## config.mk

```make
export PLATFORM = sky130hd
export DESIGN_NAME = sync_slave_tx
export DESIGN_NICKNAME = d
export VERILOG_FILES = /design/src/rtl/sst_pkg.sv /design/src/rtl/sst_clk_sync.sv /design/src/rtl/sst_shifter.sv /design/src/rtl/sync_slave_tx.sv
export SDC_FILE = /design/constraint.sdc
export NUM_CORES = 1
export LEC_CHECK = 0
export BUFFER_PORTS_ARGS = -buffer_cell sky130_fd_sc_hd__buf_4
export CAP_MARGIN = 10
export CORE_UTILIZATION = 45
export DETAILED_ROUTE_END_ITERATION = 6
export PLACE_DENSITY = 0.73
export SLEW_MARGIN = 25
export SYNTH_ARGS = -nofsm -noshare
export SYNTH_HDL_FRONTEND = slang
export SYNTH_SLANG_ARGS = --single-unit
export TNS_END_PERCENT = 100
```

## constraint.sdc

```tcl
create_clock -name clk -period 2.85 [get_ports clk]
set_clock_uncertainty 0.1 [all_clocks]
set_input_delay 0.57 -clock clk [delete_from_list [all_inputs] [get_ports clk]]
set_output_delay 0.57 -clock clk [all_outputs]
set_load 0.03 [all_outputs]
```

## src/rtl/sst_pkg.sv

```systemverilog
package sst_pkg;
    typedef enum logic {
        ST_IDLE  = 1'b0,
        ST_SHIFT = 1'b1
    } sst_state_e;
endpackage

```

## src/rtl/sst_clk_sync.sv

```systemverilog
module sst_clk_sync #(
    parameter int STAGES = 2
) (
    input  logic clk,
    input  logic rst_n,
    input  logic sck_pol,
    output logic fall_o
);
    logic [STAGES:0] chain;

    always_ff @(posedge clk or negedge rst_n) begin
        if (!rst_n) chain <= '0;
        else        chain <= {chain[STAGES-1:0], sck_pol};
    end

    // one-cycle pulse when the synchronized level drops
    assign fall_o = chain[STAGES] & ~chain[STAGES-1];
endmodule

```

## src/rtl/sst_shifter.sv

```systemverilog
module sst_shifter
    import sst_pkg::*;
#(
    parameter int FRAME_W = 9,
    parameter int LEN_W   = 4
) (
    input  logic               clk,
    input  logic               rst_n,
    input  logic               active_i,
    input  logic               edge_i,
    input  logic               load_i,
    input  logic [FRAME_W-1:0] load_word,
    input  logic [LEN_W-1:0]   load_len,
    output logic               take_o,
    output logic               idle_o,
    output logic               bit_o
);
    sst_state_e state_q, state_d;
    logic [FRAME_W-1:0] shreg;
    logic [LEN_W-1:0]   left;
    logic               last;

    assign last = (left == LEN_W'(1));

    always_comb begin
        state_d = state_q;
        unique case (state_q)
            ST_IDLE:  if (load_i) state_d = ST_SHIFT;
            ST_SHIFT: if (edge_i && last && !load_i) state_d = ST_IDLE;
            default:  state_d = ST_IDLE;
        endcase
        if (!active_i) state_d = ST_IDLE;
    end

    always_ff @(posedge clk or negedge rst_n) begin
        if (!rst_n) state_q <= ST_IDLE;
        else        state_q <= state_d;
    end

    always_ff @(posedge clk or negedge rst_n) begin
        if (!rst_n) begin
            shreg <= '1;
            left  <= '0;
        end else if (load_i) begin
            shreg <= load_word;
            left  <= load_len;
        end else if (state_q == ST_SHIFT && edge_i && !last) begin
            shreg <= shreg >> 1;
            left  <= left - LEN_W'(1);
        end
    end

    always_comb begin
        unique case (state_q)
            ST_IDLE: begin
                take_o = 1'b1;
                idle_o = 1'b1;
                bit_o  = 1'b1;
            end
            ST_SHIFT: begin
                take_o = edge_i && last;
                idle_o = 1'b0;
                bit_o  = shreg[0];
            end
            default: begin
                take_o = 1'b0;
                idle_o = 1'b1;
                bit_o  = 1'b1;
            end
        endcase
    end

    // contents hold still between active edges
    p_hold_between_edges_r1: assert property (@(posedge clk) disable iff (!rst_n)
        (active_i && state_q == ST_SHIFT && !edge_i) |=> $stable(shreg));

    // remaining bit count stays within one frame
    p_len_in_range_r7: assert property (@(posedge clk) disable iff (!rst_n)
        (state_q == ST_SHIFT) |-> (left >= LEN_W'(1) && left <= LEN_W'(FRAME_W)));
endmodule

```

## src/rtl/sync_slave_tx.sv

```systemverilog
module sync_slave_tx #(
    parameter int DATA_W      = 8,
    parameter int SYNC_STAGES = 2
) (
    input  logic              clk,
    input  logic              rst_n,
    input  logic              port_en,
    input  logic              tx_en,
    input  logic              rx_en,
    input  logic              ninth_mode,
    input  logic              ninth_bit,
    input  logic              clk_inv,
    input  logic              data_inv,
    input  logic              tx_empty_ie,
    input  logic              wr_valid,
    input  logic [DATA_W-1:0] wr_data,
    input  logic              ext_sck,
    output logic              ser_out,
    output logic              tx_empty,
    output logic              irq,
    output logic              shift_idle
);
    localparam int FRAME_W = DATA_W + 1;
    localparam int LEN_W   = $clog2(FRAME_W + 1);

    logic               active, sck_fall, take, accept, load;
    logic               hold_full, hold_long, ld_long, sh_bit;
    logic [FRAME_W-1:0] hold_word, wr_word, ld_word;
    logic [LEN_W-1:0]   ld_len;

    assign active  = port_en & tx_en & ~rx_en;
    assign wr_word = {ninth_mode & ninth_bit, wr_data};
    assign accept  = active & wr_valid & ~hold_full;
    assign load    = active & take & (hold_full | accept);
    assign ld_word = hold_full ? hold_word : wr_word;
    assign ld_long = hold_full ? hold_long : ninth_mode;
    assign ld_len  = ld_long ? LEN_W'(FRAME_W) : LEN_W'(DATA_W);

    sst_clk_sync #(.STAGES(SYNC_STAGES)) u_sync (
        .clk    (clk),
        .rst_n  (rst_n),
        .sck_pol(ext_sck ^ clk_inv),
        .fall_o (sck_fall)
    );

    sst_shifter #(.FRAME_W(FRAME_W), .LEN_W(LEN_W)) u_shift (
        .clk      (clk),
        .rst_n    (rst_n),
        .active_i (active),
        .edge_i   (sck_fall),
        .load_i   (load),
        .load_word(ld_word),
        .load_len (ld_len),
        .take_o   (take),
        .idle_o   (shift_idle),
        .bit_o    (sh_bit)
    );

    always_ff @(posedge clk or negedge rst_n) begin
        if (!rst_n) begin
            hold_full <= 1'b0;
            hold_word <= '0;
            hold_long <= 1'b0;
        end else if (!active) begin
            hold_full <= 1'b0;
        end else if (hold_full && take) begin
            hold_full <= 1'b0;
        end else if (accept && !take) begin
            hold_full <= 1'b1;
            hold_word <= wr_word;
            hold_long <= ninth_mode;
        end
    end

    assign tx_empty = ~hold_full;
    assign irq      = tx_empty & tx_empty_ie;
    assign ser_out  = sh_bit ^ data_inv;

    // dropping out of the enabled condition empties everything
    p_flush_r11: assert property (@(posedge clk) disable iff (!rst_n)
        !active |=> (tx_empty && shift_idle));

    // a word queued behind a busy shifter clears the empty flag
    p_pending_r3: assert property (@(posedge clk) disable iff (!rst_n)
        (accept && !take) |=> !tx_empty);

    // the held word stays until the shifter takes it
    p_hold_keep_r4: assert property (@(posedge clk) disable iff (!rst_n)
        (active && hold_full && !take) |=> !tx_empty);

    // a write to an idle shifter starts shifting at once
    p_direct_load_r2: assert property (@(posedge clk) disable iff (!rst_n)
        (accept && shift_idle) |=> (!shift_idle && tx_empty));
endmodule

```

==> flow_metrics.py, run 1 <==
metrics = {
    "worst_setup_path": {
        "worst-r2r-cell-count": 5,
        "end_kind": "register",
        "critical_path.max_fanout": 11,
        "critPathRequiredTime_ps": 2980,
        "crit_arrival_ps": 2350,
        "timing_worst_setup_path_type": "reg2reg",
        "crit_path_start_kind": "register",
    },
    "detailed_routing": {
        "via_count_of_the_routed_design": 906,
        "number_of_nets_with_antenna_violations_after_routing": 0,
        "routed_wirelength_mm": 2.37,
        "detail_route.drc_violations": 0,
        "drt-vias-per-instance": 5.06,
        "1st_pass_router_iterations": 4,
        "initialDrtViolationCount": 45,
        "drt-wirelength-per-cell_um": 13.2,
    },
    "synthesis": {
        "post_synthesis_mean_instance_area_um2": 12.5,
        "post_synth_xor_area_fraction": 0.0309,
        "synth.cell_area_um2": 1420,
        "simple_gate_area_share_of_the_yosys_netlist": 0.104,
        "synthMuxAreaShare": 0.249,
        "synth-seq-area-share": 0.502,
        "synth-seq-cells": 28,
        "synth_top_cells_by_area": "sky130_fd_sc_hd__dfrtp_1, sky130_fd_sc_hd__mux2i_1, sky130_fd_sc_hd__dfstp_2",
        "compound_cell_area_share_of_the_yosys_netlist": 0.0530,
        "synth_top_area_frac": 0.335,
        "synth_fa_ha_area_frac": 0.0177,
        "synth.net_count": 135,
        "synth.yosys.warnings": 0,
        "postSynthCellCount": 113,
        "combinational_family_with_the_most_area_after_synthesis": "multiplexers",
        "synth.distinct_cells": 31,
        "synth.largest_area_cell": "sky130_fd_sc_hd__dfrtp_1",
    },
    "clock_network": {
        "cts_buffer_depth": 2,
        "cts.hold.buffers_added": 0,
        "cts_resized": 0,
        "cts_max_level": 1,
        "clk_pin_slew_worst_paths_ps": 150,
        "clock_latency_ps": 330,
        "clockRootBuffer": "sky130_fd_sc_hd__clkbuf_4",
        "tritoncts": "done",
        "post-cts-setup-buffer-count": 0,
        "cts.sink_count": 28,
        "cts_inserted_buffers": 3,
    },
    "global_route": {
        "grt_util_met3": 0.0201,
        "gr-usage-met1": 0.201,
        "antenna_found_initial": 0,
        "first_global_vias": 954,
        "grt_remaining_overflow": 0,
        "largest_net_degree_at_the_start_of_global_routing": 29,
        "grt_first_pass_wirelength_mm": 4.17,
        "peak_usage_layer_in_the_global_routing_report": "met2",
        "grt_util_met2": 0.289,
        "track_usage": 0.165,
    },
    "flow_run": {
        "max_cap_viol_count": 0,
    },
    "floorplan": {
        "die_width_um": 58.1,
        "count_of_pins_on_the_block_boundary": 24,
        "placeable_core_region_um2": 3030,
        "fp.dieArea_um2": 3380,
        "initial_utilization": 0.468,
        "vertical_die_dimension_um": 58.1,
        "core.rowCount": 20,
    },
    "layout": {
        "mostFrequentLayoutCell": "sky130_fd_sc_hd__mux2i_1",
        "drive_above_1_share": 0.378,
        "layout_area_growth_over_synthesis_pct": 15.4,
        "mostFrequentLayoutCells": "sky130_fd_sc_hd__mux2i_1, sky130_fd_sc_hd__buf_4, sky130_fd_sc_hd__dfrtp_1, sky130_fd_sc_hd__mux2_2, sky130_fd_sc_hd__dfstp_2",
        "stdcell_area_um2": 1640,
        "num_antenna_cells": 0,
        "num-nets-final": 158,
    },
    "run_status": {
        "result_of_the_run": "finished clean",
    },
    "sta": {
        "hold_viol_final": 0,
        "rsz_0062_raised_after_global_routing": "no",
        "worst_slew_pin_slew_ps": 659,
        "fmax_mhz": 451,
        "setup_viol": 0,
        "min_period_ps": 2220,
        "setup-tns-final_ps": 0,
        "slew_headroom": 0.561,
        "maxSlewViolCount": 0,
        "min_period_over_period": 0.779,
    },
    "place": {
        "finalWeightedCongestion": 0.777,
        "hpwlAfterDp_mm": 1.73,
        "io_buffers": 23,
        "placedInstanceArea_um2": 1600,
    },
    "hold_path": {
        "min_path_type": "in2async",
    },
    "power": {
        "power_leakage_uw": 0.000733,
        "power.share.switching": 0.260,
        "max-vdd-ir-drop_uv": 296,
        "total_switching_power_uw": 238,
        "p_int_uw": 677,
        "power.share.combinational": 0.194,
        "share_clk_of_total_power": 0.210,
        "power.share.sequential": 0.596,
        "power_per_cell_area_nw_per_um2": 559,
    },
}
-- kinds of logic (layout without fill, tap and decap cells) --
| family | Yosys count | count (layout) |
|---|---|---|
| compound gates | 9 | 9 |
| xor+xnor | 5 | 5 |
| fa+ha+maj | 2 | 2 |
| buf+inv | 9 | 31 |
| flops | 28 | 28 |
| mux | 34 | 34 |
| simple gates | 26 | 26 |
-- Yosys cell counts (all sizes together) --
cell / number
nor2: 6
mux2i: 24
nand2b: 1
nand3b: 2
o2111ai: 1
a31o: 1
and3b: 1
and2: 2
nor3: 2
nor2b: 2
inv: 4
dfrtp: 19
or3b: 1
xor2: 1
a21oi: 2
or3: 1
o21ai: 4
mux2: 10
dfstp: 9
nand2: 5
xnor2: 4
or2b: 1
nor3b: 2
ha: 2
buf: 5
a32o: 1
-- per-layer routing --
metal  up-vias  wire (um)
met5         -          0
met4         0         47
met3         5         38
met2        10       1260
met1       456       1020
li1        435          -
-- power by group through the flow --
stage | Clock, uW | Combinational [uW] | Sequential [uW]
global placement | 0 | 173 | 550
detailed placement | 0 | 180 | 554
CTS | 202 | 182 | 546
global route | 215 | 200 | 558
finish | 192 | 177 | 545
floorplan | 0 | 130 | 539
-- per-stage QoR --
stage	setup WS (ps)	std cells	power, uW	utilization	hold slack, ps
after floorplan	893	113	668	-	174
after global placement	719	175	722	0.528	234
after detailed placement	639	175	734	0.528	258
after CTS	617	179	930	0.540	31.0
after global routing	488	179	973	0.540	33.3
final	630	179	914	0.540	28.2
-- state kept, by name (all words and copies together), names as in the netlist --
register         flops
u_shift.state_q      1
hold_full            1
u_shift.shreg        9
u_sync.chain         3
hold_word            9
u_shift.left         4
hold_long            1
-- worst paths after layout --
kind,startpoint,to,slack (ps)
worst min-delay path,rst_n,u_shift.left[0]$_DFFE_PN0P_,30
min in group clk,u_sync.chain[0]$_DFF_PN0_,u_sync.chain[1]$_DFF_PN0_,290
worst max register to register,u_shift.left[1]$_DFFE_PN0P_,hold_word[2]$_DFFE_PN0P_,630
max in group asynchronous,rst_n,u_shift.shreg[3]$_DFFE_PN1P_,2310
worst max-delay path,u_shift.left[1]$_DFFE_PN0P_,hold_word[2]$_DFFE_PN0P_,630
worst min register to register,u_sync.chain[0]$_DFF_PN0_,u_sync.chain[1]$_DFF_PN0_,290
-- critical path, stage by stage, from the launching register on --
cell	delay (ps)
sky130_fd_sc_hd__dfrtp_1	410
sky130_fd_sc_hd__inv_1	90
sky130_fd_sc_hd__ha_1	160
sky130_fd_sc_hd__or3b_4	410
sky130_fd_sc_hd__o2111ai_2	550
sky130_fd_sc_hd__mux2_2	410
-- final cells by class --
type / count / area (um2)
Fill cell: 275 / 1390
Inverter: 4 / 15.0
Tap cell: 44 / 55.1
Sequential cell: 28 / 712
Clock buffer: 4 / 36.3
Timing Repair Buffer: 23 / 173
Multi-Input combinational cell: 76 / 644
(Power assumes the default switching activity.)
==> run 2: changes to the inputs <==
--- a/config.mk
+++ b/config.mk
@@ -5,11 +5,12 @@
 export SDC_FILE = /design/constraint.sdc
 export NUM_CORES = 1
 export LEC_CHECK = 0
+export ABC_AREA = 1
 export BUFFER_PORTS_ARGS = -buffer_cell sky130_fd_sc_hd__buf_4
 export CAP_MARGIN = 10
 export CORE_UTILIZATION = 45
 export DETAILED_ROUTE_END_ITERATION = 6
-export PLACE_DENSITY = 0.73
+export PLACE_DENSITY = 0.76
 export SLEW_MARGIN = 25
 export SYNTH_ARGS = -nofsm -noshare
 export SYNTH_HDL_FRONTEND = slang
==> constraint.sdc (replaced) <==
create_clock -name clk -period 2 [get_ports clk]
set_clock_uncertainty 0.1 [all_clocks]
set_input_delay 0.4 -clock clk [delete_from_list [all_inputs] [get_ports clk]]
set_output_delay 0.4 -clock clk [all_outputs]
set_load 0.03 [all_outputs]
==> run 2 against run 1 <==
  * Combinational power rose by 62%
  * Worst hold slack improved by 100 ps
  * Clock power rose by 92%
  * Design area rose by 4.6%
  * Sequential share of layout area fell by 1.9 points
  * Clock-buffer cell count fell by 1
  * Via count rose by 24%
  * Area after synthesis rose by 1.9%
  * Register-to-register slack got worse by 240 ps
  * First-iteration DRC count fell by 82%
  * Critical path depth fell by 2
==> flow_metrics.py, run 2 <==
metrics = {
    "clock_network": {
        "cts_resized": 0,
        "clk_pin_slew_worst_paths_ps": 150,
        "post-cts-setup-buffer-count": 0,
        "cts_buffer_depth": 2,
        "cts_max_level": 1,
        "cts.sink_count": 28,
        "tritoncts": "done",
        "cts.hold.buffers_added": 1,
        "clockRootBuffer": "sky130_fd_sc_hd__clkbuf_4",
        "clock_latency_ps": 330,
        "cts_inserted_buffers": 3,
    },
    "flow_run": {
        "max_cap_viol_count": 0,
    },
    "global_route": {
        "largest_net_degree_at_the_start_of_global_routing": 29,
        "grt_remaining_overflow": 0,
        "grt_first_pass_wirelength_mm": 4.57,
        "antenna_found_initial": 0,
        "first_global_vias": 1080,
        "track_usage": 0.174,
    },
    "synthesis": {
        "synth.yosys.warnings": 0,
        "postSynthCellCount": 172,
        "async_reset_ff_frac": 1.00,
        "synth.net_count": 194,
        "synth.cell_area_um2": 1440,
        "synth-edff-count": 0,
        "synth.distinct_cells": 23,
        "synth-main-ff-cell": "sky130_fd_sc_hd__dfrtp_1",
        "synth_top_area_frac": 0.329,
        "post_synth_most_frequent_cells": "sky130_fd_sc_hd__nand2_1, sky130_fd_sc_hd__nand3_1, sky130_fd_sc_hd__dfrtp_1, sky130_fd_sc_hd__inv_1",
        "post_synthesis_mean_instance_area_um2": 8.39,
        "synth-seq-cells": 28,
        "synthMostInstantiatedCell": "sky130_fd_sc_hd__nand2_1",
        "synth_top_cells_by_area": "sky130_fd_sc_hd__dfrtp_1, sky130_fd_sc_hd__dfstp_2, sky130_fd_sc_hd__nand2_1",
        "synth.largest_area_cell": "sky130_fd_sc_hd__dfrtp_1",
        "synth-seq-area-share": 0.493,
    },
    "sta": {
        "min_period_over_period": 0.876,
        "rsz_0062_raised_after_global_routing": "no",
        "min_period_ps": 1750,
        "worst_slew_pin_slew_ps": 411,
        "slew_headroom": 0.726,
        "maxSlewViolCount": 0,
        "hold_viol_final": 0,
        "setup-tns-final_ps": 0,
        "fmax_mhz": 571,
        "setup_viol": 0,
    },
    "floorplan": {
        "core.rowCount": 20,
        "fp.dieArea_um2": 3440,
        "die_width_um": 58.6,
        "vertical_die_dimension_um": 58.6,
        "initial_utilization": 0.473,
        "count_of_pins_on_the_block_boundary": 24,
        "placeable_core_region_um2": 3050,
    },
    "detailed_routing": {
        "drt-vias-per-instance": 4.68,
        "routed_wirelength_mm": 2.53,
        "wl_met1_mm": 1.29,
        "highest_layer": "met4",
        "drt-wirelength-per-cell_um": 10.5,
        "via_count_of_the_routed_design": 1124,
        "detail_route.drc_violations": 0,
        "initialDrtViolationCount": 8,
        "routed-wl-met3_um": 81,
        "1st_pass_router_iterations": 4,
        "number_of_nets_with_antenna_violations_after_routing": 0,
        "met2_wirelength_mm": 1.15,
    },
    "layout": {
        "layout_top_registers": "hold_word (9), u_shift.shreg (9), u_shift.left (4)",
        "num_antenna_cells": 0,
        "layout_area_growth_over_synthesis_pct": 18.5,
        "drive_above_1_share": 0.291,
        "stdcell_area_um2": 1710,
        "mostFrequentLayoutCell": "sky130_fd_sc_hd__nand2_1",
        "num-nets-final": 219,
        "n_fill_cell": 315,
        "multiInputGateArea_um2": 614,
        "mostFrequentLayoutCells": "sky130_fd_sc_hd__nand2_1, sky130_fd_sc_hd__nand3_1, sky130_fd_sc_hd__buf_4, sky130_fd_sc_hd__dfrtp_1, sky130_fd_sc_hd__inv_1",
        "regArea_um2": 712,
    },
    "worst_setup_path": {
        "top_family_by_delay_on_critical_path": "flip-flops",
        "timing_worst_setup_path_type": "reg2out",
        "critPathRequiredTime_ps": 1500,
        "critical_path.reg2reg.endpoint": "u_shift.shreg[2]$_DFFE_PN1P_",
        "timing.rr.start": "u_shift.left[1]$_DFFE_PN0P_",
        "internal_reg_to_reg_setup_slack_ps": 390,
        "critical_path.max_fanout": 21,
        "crit_arrival_ps": 1250,
        "cp.depth": 3,
        "crit_start": "hold_full$_DFFE_PN0P_",
        "critical-path-top-cell-by-count": "sky130_fd_sc_hd__buf_4",
        "end_kind": "output port",
        "cp_slowest_cell": "sky130_fd_sc_hd__dfrtp_1",
        "critical_path.max_stage_delay_ps": 430,
        "critical_path.n_buffers_inverters": 2,
        "worst-r2r-cell-count": 8,
        "crit_path_start_kind": "register",
        "worstPathCellList": "buf_4 > nor2_1 > buf_4",
    },
    "run_status": {
        "result_of_the_run": "finished clean",
    },
    "power": {
        "max-vdd-ir-drop_uv": 611,
        "power_leakage_uw": 0.000837,
        "power_per_cell_area_nw_per_um2": 843,
        "finalPower_uw": 1440,
    },
    "place": {
        "io_buffers": 23,
        "hpwlAfterDp_mm": 1.83,
        "placedInstanceArea_um2": 1650,
        "finalWeightedCongestion": 0.783,
    },
    "hold_path": {
        "min_to": "u_sync.chain[0]$_DFF_PN0_",
        "timing.hold.worst.start": "ext_sck",
        "min_path_type": "in2reg",
        "worst_hold_path.num_cells": 2,
    },
}
-- run 2: cell types whose count changed after synthesis, moves of 3 or more --
cell                      before  now
sky130_fd_sc_hd__inv_1         4   16
sky130_fd_sc_hd__mux2_2       10    0
sky130_fd_sc_hd__nor2_1        6   10
sky130_fd_sc_hd__o21ai_0       3   10
sky130_fd_sc_hd__buf_2         1    4
sky130_fd_sc_hd__nand3_1       0   29
sky130_fd_sc_hd__xnor2_1       4    1
sky130_fd_sc_hd__mux2i_1      24    0
sky130_fd_sc_hd__nand2_1       5   46
sky130_fd_sc_hd__o21ai_2       0    9
-- run 2: layout make-up --
type	count	share of cell area
Inverter	19	0.0417
Sequential cell	28	0.416
Clock inverter	1	0.0176
Multi-Input combinational cell	118	0.359
Tap cell	44	0.0322
Timing Repair Buffer	27	0.120
Clock buffer	3	0.0132
-- run 2: how the worst max path moves through the flow --
stage | end | slack (ps)
final | irq | 250
after global routing | ser_out | 180
after CTS | ser_out | 230
after detailed placement | u_shift.shreg[2]$_DFFE_PN1P_ | 400
after global placement | u_shift.shreg[0]$_DFFE_PN1P_ | 430
after floorplan | ser_out | 260
-- run 2: where the power goes --
part / total, uW / internal, uW / switching [uW]
logic: 287 / 131 / 156
registers: 785 / 716 / 68.9
clock network: 369 / 203 / 166
total: 1440 / 1050 / 391
-- run 2: cells by family (layout without fill, tap and decap cells) --
kind of cell	count (synthesis)	after routing	share of synthesized area
xor+xnor	4	4	0.0243
flops	28	28	0.493
simple gates	93	93	0.295
buf+inv	26	50	0.0815
compound gates	19	19	0.0893
fa+ha+maj	2	2	0.0173
-- run 2: stage by stage --
| step | utilization | instances | hold WS (ps) | setup WS [ps] |
|---|---|---|---|---|
| after global routing | 0.560 | 240 | 119 | 182 |
| after detailed placement | 0.540 | 235 | 236 | 403 |
| after global placement | 0.540 | 235 | 235 | 429 |
| final | 0.560 | 240 | 128 | 248 |
| after CTS | 0.560 | 240 | 130 | 234 |
| after floorplan | - | 172 | 4.41 | 260 |
-- run 2: metal layers --
layer  vias up  track usage
li1        599            -
met1       502        0.234
met2        21        0.279
met3         2       0.0462
met4         0       0.0442
met5         -            0
